File: src/rtl/ssr_pkg.sv
package ssr_pkg;
  localparam int REG_W     = 8;
  localparam int NUM_FLAGS = 5;
  localparam int FLAG_LSB  = REG_W - NUM_FLAGS;

  // flag index inside the flag vector; status bit = FLAG_LSB + index
  localparam int F_FER  = 0;
  localparam int F_PER  = 1;
  localparam int F_ORER = 2;
  localparam int F_RDRF = 3;
  localparam int F_TDRE = 4;

  function automatic logic flag_next(logic cur, logic hw_set, logic hw_clr, logic cpu_clr);
    if (hw_set)                return 1'b1;
    else if (hw_clr || cpu_clr) return 1'b0;
    else                        return cur;
  endfunction

  function automatic logic armed_next(logic cur, logic flag, logic rd, logic wr);
    if (wr)             return 1'b0;
    else if (rd && flag) return 1'b1;
    else                return cur & flag;
  endfunction

  function automatic logic [REG_W-1:0] compose_status(logic [NUM_FLAGS-1:0] flags,
                                                      logic tend, logic mpb);
    return {flags, tend, mpb, 1'b0};
  endfunction
endpackage

File: src/rtl/ssr_event_qual.sv
module ssr_event_qual
  import ssr_pkg::*;
(
  input  logic                 tx_en_i,
  input  logic                 rx_en_i,
  input  logic                 standby_i,
  input  logic                 tx_load_i,
  input  logic                 rx_done_i,
  input  logic                 par_err_i,
  input  logic                 frm_err_i,
  input  logic                 rdrf_q_i,
  output logic [NUM_FLAGS-1:0] hw_set_o,
  output logic [NUM_FLAGS-1:0] hw_clr_o,
  output logic                 rx_accept_o
);
  logic rx_valid;

  assign rx_valid    = rx_done_i & rx_en_i & ~standby_i;
  assign rx_accept_o = rx_valid & ~rdrf_q_i;

  always_comb begin
    hw_set_o         = '0;
    hw_clr_o         = '0;
    hw_set_o[F_TDRE] = tx_load_i | ~tx_en_i | standby_i;
    hw_set_o[F_RDRF] = rx_accept_o;
    hw_set_o[F_ORER] = rx_valid & rdrf_q_i;
    hw_set_o[F_PER]  = par_err_i;
    hw_set_o[F_FER]  = frm_err_i;
    hw_clr_o[F_RDRF] = standby_i;
  end
endmodule

File: src/rtl/ssr_flag_cell.sv
module ssr_flag_cell
  import ssr_pkg::*;
#(
  parameter logic RST_VAL = 1'b0
) (
  input  logic clk,
  input  logic rst_n,
  input  logic hw_set_i,
  input  logic hw_clr_i,
  input  logic rd_i,
  input  logic wr_i,
  input  logic wr_bit_i,
  output logic flag_o,
  output logic armed_o
);
  logic cpu_clr;

  assign cpu_clr = wr_i & armed_o & ~wr_bit_i;

  always_ff @(posedge clk or negedge rst_n) begin
    if (!rst_n) begin
      flag_o  <= RST_VAL;
      armed_o <= 1'b0;
    end else begin
      flag_o  <= flag_next(flag_o, hw_set_i, hw_clr_i, cpu_clr);
      armed_o <= armed_next(armed_o, flag_o, rd_i, wr_i);
    end
  end
endmodule

File: src/rtl/serial_status_reg.sv
module serial_status_reg
  import ssr_pkg::*;
#(
  parameter logic [NUM_FLAGS-1:0] FLAG_RESET = 5'b10000
) (
  input  logic             clk,
  input  logic             rst_n,
  input  logic             rd_i,
  input  logic             wr_i,
  input  logic [REG_W-1:0] wr_data_i,
  output logic [REG_W-1:0] status_o,
  input  logic             tx_en_i,
  input  logic             rx_en_i,
  input  logic             standby_i,
  input  logic             tx_load_i,
  input  logic             rx_done_i,
  input  logic             par_err_i,
  input  logic             frm_err_i,
  input  logic             tx_end_i,
  input  logic             mpb_i,
  output logic             rx_buf_load_o
);
  logic [NUM_FLAGS-1:0] flags;
  logic [NUM_FLAGS-1:0] armed;
  logic [NUM_FLAGS-1:0] hw_set;
  logic [NUM_FLAGS-1:0] hw_clr;
  logic                 rx_accept;

  ssr_event_qual u_qual (
    .tx_en_i    (tx_en_i),
    .rx_en_i    (rx_en_i),
    .standby_i  (standby_i),
    .tx_load_i  (tx_load_i),
    .rx_done_i  (rx_done_i),
    .par_err_i  (par_err_i),
    .frm_err_i  (frm_err_i),
    .rdrf_q_i   (flags[F_RDRF]),
    .hw_set_o   (hw_set),
    .hw_clr_o   (hw_clr),
    .rx_accept_o(rx_accept)
  );

  for (genvar i = 0; i < NUM_FLAGS; i++) begin : g_flag
    ssr_flag_cell #(.RST_VAL(FLAG_RESET[i])) u_cell (
      .clk     (clk),
      .rst_n   (rst_n),
      .hw_set_i(hw_set[i]),
      .hw_clr_i(hw_clr[i]),
      .rd_i    (rd_i),
      .wr_i    (wr_i),
      .wr_bit_i(wr_data_i[FLAG_LSB+i]),
      .flag_o  (flags[i]),
      .armed_o (armed[i])
    );
  end

  assign status_o      = compose_status(flags, tx_end_i, mpb_i);
  assign rx_buf_load_o = rx_accept;
endmodule

File: config.mk
export PLATFORM = sky130hd
export DESIGN_NAME = serial_status_reg
export DESIGN_NICKNAME = d
export VERILOG_FILES = /design/src/rtl/ssr_pkg.sv /design/src/rtl/ssr_event_qual.sv /design/src/rtl/ssr_flag_cell.sv /design/src/rtl/serial_status_reg.sv
export SDC_FILE = /design/constraint.sdc
export NUM_CORES = 1
export LEC_CHECK = 0
export ABC_AREA = 1
export BUFFER_PORTS_ARGS = -buffer_cell sky130_fd_sc_hd__buf_2
export CORE_AREA = 3 3 40 42
export CTS_CLUSTER_DIAMETER = 50
export DETAILED_ROUTE_END_ITERATION = 7
export DIE_AREA = 0 0 43 45
export HOLD_SLACK_MARGIN = 0.03
export PLACE_DENSITY = 0.76
export SETUP_SLACK_MARGIN = 0.05
export SLEW_MARGIN = 25
export SYNTH_ARGS = -nofsm -noshare
export SYNTH_HDL_FRONTEND = slang
export SYNTH_SLANG_ARGS = --single-unit
File: constraint.sdc
create_clock -name clk -period 0.86 [get_ports clk]
set_input_delay 0.129 -clock clk [delete_from_list [all_inputs] [get_ports clk]]
set_output_delay 0.129 -clock clk [all_outputs]
set_load 0.03 [all_outputs]
### Word level (Yosys, flattened, before mapping)

Cells that the tools add are included.

| operators by class | value |
|---|---|
| equality and inequality tests | 0 |
| multiply operators | 0 |
| div/mod/pow operators | 0 |
| reduce and logical (&&, ||, !) cells | 11 |
| shift operators | 0 |
| add/subtract/negate cells | 0 |
| magnitude comparators | 0 |
| bitwise gates (word level) | 29 |
| multiplexer cells | 20 |

Operators with widths:

| operator | number |
|---|---|
| two-way mux 1 bit | 20 |
| bitwise AND 1 bit | 19 |
| nonzero test 2 bit | 5 |
| inverter 1 bit | 8 |
| logical AND 1 bit | 5 |
| OR 1 bit | 2 |
| logical OR 1 bit | 1 |

| storage, ports and cells | value |
|---|---|
| bits in read-only memories | 0 |
| register bits after elaboration | 10 |
| output and inout port bits | 9 |
| latch bits | 0 |
| word-level logic and storage cells | 70 |
| RAM bits | 0 |
| input bits | 21 |
| memories | 0 |

### Depth between registers and ports, before layout

| depth | value |
|---|---|
| depth after elaboration | 5 |
| mapped depth | 4 |

### By module

A second synthesis with hierarchy kept.

| second synthesis, totals | value |
|---|---|
| cells, all modules | 74 |
| area, all modules | 593.1 um^2 |

Modules (own cells, without submodules):

| module | sequential area each (um^2) | times used | area an instance (um^2) | cells each |
|---|---|---|---|---|
| ssr_flag_cell (g_flag[0].u_cell ...) | 50.0 | 4 | 93.8 | 11 |
| ssr_event_qual | 0.0 | 1 | 96.3 | 15 |
| ssr_flag_cell (g_flag[4].u_cell) | 51.3 | 1 | 95.1 | 11 |
| serial_status_reg | 0.0 | 1 | 26.3 | 4 |

### Worst setup path after synthesis

Ideal clock, no wire load.

| timing path | value |
|---|---|
| path type | reg2out |
| start point | reg g_flag[3].u_cell.flag_o |
| end point | out rx_buf_load_o |
| required time | 0.731 ns |
| stages on the path, launching flop included | 4 |
| slack | 0.006 ns |
| data arrival time | 0.725 ns |
| cells stage by stage | dfrtp_1 > inv_1 > nand2_1 > inv_1 |

| on the way | value |
|---|---|
| word-level cells in the longest chain between the ends | 2 |

Ends and longest elaborated chain:

| item | line | text |
|---|---|---|
| start: declaration | ssr_flag_cell.sv:13 | `output logic flag_o,` |
| start signal: assignment | ssr_flag_cell.sv:25 | `flag_o <= flag_next(flag_o, hw_set_i, hw_clr_i, cpu_clr);` |
| inverter 1 bit | ssr_event_qual.sv:19 | `assign rx_accept_o = rx_valid & ~rdrf_q_i;` |
| bitwise AND 1 bit | ssr_event_qual.sv:19 |  |
| end: declaration | serial_status_reg.sv:21 | `output logic rx_buf_load_o` |

No other way between the ends.

### Final worst setup path

| timing path | value |
|---|---|
| start point | reg g_flag[4].u_cell.flag_o |
| end point | out status_o[7] |

RTL lines:

| item | line | text |
|---|---|---|
| start: declaration | ssr_flag_cell.sv:13 |  |
| start signal: assignment | ssr_flag_cell.sv:25 |  |
| end: declaration | serial_status_reg.sv:11 | `output logic [REG_W-1:0] status_o,` |

No word-level cell between the ends.

==> metrics.log <==
[metrics] worst voltage drop across the vdd grid: 0.907 mV
[metrics] drt pass-1 iters: 4
[metrics] required time of the worst setup path: roughly 0.73 ns
[metrics] via count of the first global-routing pass: about 440
[metrics] proportion of synthesized area in mux cells: 0
[metrics] simple logic cell fraction of the synthesized area: 0.238
[metrics] Netlist Area Pre-Place: a little over 500 um2
[metrics] worst-path fanout max: 2
[metrics] total number of vias: roughly 440
[metrics] total cell area at the placement stage: about 570 um2
[metrics] detailed-route DRC error count: 0
[metrics] net count of the finished layout: about 110
[metrics] unrepaired setup endpoints after global routing: true
[metrics] Final HPWL DP: approximately 730 um
[metrics] crit-path max cell delay: ~0.55 ns
[metrics] failing checks: setup timing
[metrics] setup slack of the critical path after layout: -0.208 ns
[metrics] largest family of logic cells by synthesized area: simple AND/OR/NAND/NOR gates
[metrics] synthesized area per cell: around 8.3 um2
[metrics] Clock Tree Root: sky130_fd_sc_hd__clkbuf_4
[metrics] leading post-synthesis cells by cell area: sky130_fd_sc_hd__dfrtp_1 (45%), sky130_fd_sc_hd__buf_4 (12%), sky130_fd_sc_hd__nand2_1 (8.9%), sky130_fd_sc_hd__inv_1 (7.4%), sky130_fd_sc_hd__dfstp_2 (5.2%)
[metrics] leakage dissipation: slightly below 0.4 nW
[metrics] count of fill cells added during filler insertion: about 130
[metrics] cell accounting for the most synthesized area: sky130_fd_sc_hd__dfrtp_1
[metrics] crit start category: flop
[metrics] distinct cell type count after synthesis: 13
[metrics] GP Congestion: approximately 0.7
[metrics] CTS tree: done
[metrics] maximum number of pins on one net before global-route repair: 11
[metrics] kind of capture point of the worst setup path: output port
[metrics] clock insertion delay at the later pin of the skew report: around 0.26 ns
[metrics] hold slack: between 0.04 and 0.05 ns
[metrics] first-pass GRT wire length: around 1700 um
[metrics] wirelength, routed: between 1000 and 1500 um
[metrics] cell chain of the critical path: buf_6
[metrics] number of warnings reported in the yosys synthesis log: 0
[metrics] power per cell area: 1890 mW/mm2
[metrics] area share of the largest cell type after synthesis: 0.447
[metrics] CP Class: flop to output port
[metrics] number of setup violations in the final report: 8
[metrics] fraction of final layout cells with drive strength greater than 1: 0.452
[metrics] WHS Path Cells: 3
[metrics] xor/xnor share of the synthesized area: 0
[metrics] Power, Total: 1.33 mW
[metrics] Hold Vio Cnt, Final: 0
[metrics] Synthesized Nets: 82
[metrics] number of routed nets with antenna violations: 0
[metrics] initial antenna violation count: 0
[metrics] effective utilization at floorplan: 0.392
[metrics] average wire per standard cell: between 10 and 15 um
[metrics] worst min-delay path class: input pin to flop
[metrics] Die X: ~43 um
[metrics] slowest stage cell, crit path: sky130_fd_sc_hd__dfstp_2
[metrics] number of standard cells after synthesis: 61
[metrics] number of pins exceeding their max-slew limit in the final report: 0
[metrics] number of buffers on the longest clock path: 2
[metrics] maximum capacitance violations: 0
[metrics] number of H-tree levels: 1
[metrics] Final Critical Period: ~1.1 ns
[metrics] number of sinks driven by the clock tree: 10
[metrics] number of core rows: 13
[metrics] Critical Path Stages: 1
[metrics] vertical extent of the die: 45 um
[metrics] data arrival time of the worst path: between 0.9 and 1 ns
[metrics] final std cell area, no fill: 706 um2
[metrics] kind of cell adding the most delay to the critical path: flip-flops
[metrics] R2R cell count: 7
[metrics] run status: finished, violations left
[metrics] DRT iter0 DRCs: 5
[metrics] I/O pin count: 30
[metrics] synthesized flop and latch total: 10
[metrics] Floorplan Core Area: between 0.001 and 0.0015 mm2
[metrics] total global routing track utilization: 0.127
[metrics] aggregate global routing overflow: 0
[metrics] leading cell type in the layout, fill and taps excluded: sky130_fd_sc_hd__buf_2
[metrics] clock transition time at the flip-flop clock pins of the worst setup and hold paths: roughly 0.07 ns
[metrics] clock skew: around 0.0032 ns
[metrics] CTS Buf Count: 3
[metrics] fin crit share: 1.24
[metrics] Compound-Gate Fraction of Synth Area: 0.0397
[metrics] Buf+Inv Stages, Crit Path: 1
[metrics] Synth Area in Adders: 0
[metrics] sequential fraction of the synthesis area: 0.499
[metrics] I/O Buffers: 21
[metrics] Max Fclk: between 900 and 1000 MHz
[metrics] signed area change from the synthesized netlist to the final layout: 40.0%
[metrics] most used cells in the layout excluding fill and tap cells: sky130_fd_sc_hd__buf_2 (15), sky130_fd_sc_hd__nand2_1 (10), sky130_fd_sc_hd__dfrtp_1 (9), sky130_fd_sc_hd__buf_6 (9), sky130_fd_sc_hd__inv_1 (8)
[metrics] Total Die Area: between 0.0015 and 0.002 mm2
[metrics] antenna cells: 0
[metrics] ratio of routed vias to standard cells: about 4.5
==> cells by family after synthesis <==
kind of cell,after synthesis
other,1
and+or+nand+nor,27
DFF,10
buffers and inverters,19
AOI/OAI and AO/OA,4
==> worst register-to-register path: stages (launching register included) <==
cell and delay [ns]:
sky130_fd_sc_hd__dfrtp_1 0.36, sky130_fd_sc_hd__inv_2 0.05, sky130_fd_sc_hd__buf_4 0.12, sky130_fd_sc_hd__buf_6 0.10, sky130_fd_sc_hd__buf_6 0.10, sky130_fd_sc_hd__nor2_1 0.10
sky130_fd_sc_hd__nand2_1 0.05, sky130_fd_sc_hd__nand2_1 0.05
==> cell type report <==
type                       instances  area (um2)  area share
inverter                          10        37.5      0.0532
timing repair buffer              28         209       0.296
tap                               15        18.8      0.0266
sequential                        10         251       0.356
multi-input combinational         32         153       0.216
clock buffer                       4        36.3      0.0514
==> final timing paths <==
path | from | endpoint | slack [ns]
setup / recovery | g_flag[4].u_cell.flag_o | status_o[7] | -0.21
max in group asynchronous | rst_n | g_flag[4].u_cell.flag_o | 0.36
hold reg to reg | g_flag[1].u_cell.flag_o | g_flag[1].u_cell.flag_o | 0.52
min in group asynchronous | rst_n | g_flag[2].u_cell.armed_o | 0.26
hold / removal | par_err_i | g_flag[1].u_cell.flag_o | 0.04
setup reg to reg | g_flag[3].u_cell.flag_o | g_flag[3].u_cell.flag_o | -0.13
==> metal layers <==
metal,vias to the layer above,part of all wire,track usage
met5,-,0,0
li1,222,-,-
met3,6,0.068,0.0279
met1,198,0.38,0.151
met2,15,0.52,0.204
met4,0,0.029,0.0904
==> timing repair <==
action / 4_1_cts / 5_1_grt
buffers inserted: 3 / 3
resized for setup: 17 / 5
endpoints found under the setup margin: 7 / 10
pin swaps: 3 / 5
hold buffers: 1 / 0
hold endpoints to repair: 10 / 0
==> registers in the layout (all words and copies together), names as in the netlist <==
signal,cells
g_flag.u_cell.flag_o,5
g_flag.u_cell.armed_o,5
==> per-stage QoR <==
step                       util  TNS, ns  instances  setup slack (ns)
after floorplan               -        0         61            0.0663
after detailed placement  0.445        0         90           0.00787
after CTS                 0.539    -1.06         98            -0.231
after global routing      0.549    -1.31         99            -0.250
after global placement    0.445        0         90            0.0157
final                     0.549   -0.998         99            -0.208
==> synth_stat cells, drive strengths merged <==
cell type,n
buf,9
conb,1
dfrtp,9
dfstp,1
inv,10
nand2,12
nand3,5
nand4,1
nor2,7
nor3,1
nor3b,1
o21ai,4
==> where the power goes <==
group	leakage (nW)	switching [mW]	internal (mW)
Combinational	0.255	0.179	0.173
Sequential	0.119	0.0339	0.521
Clock	0.0210	0.167	0.257
Total	0.395	0.380	0.951
Power figures use the tool's default switching activity.
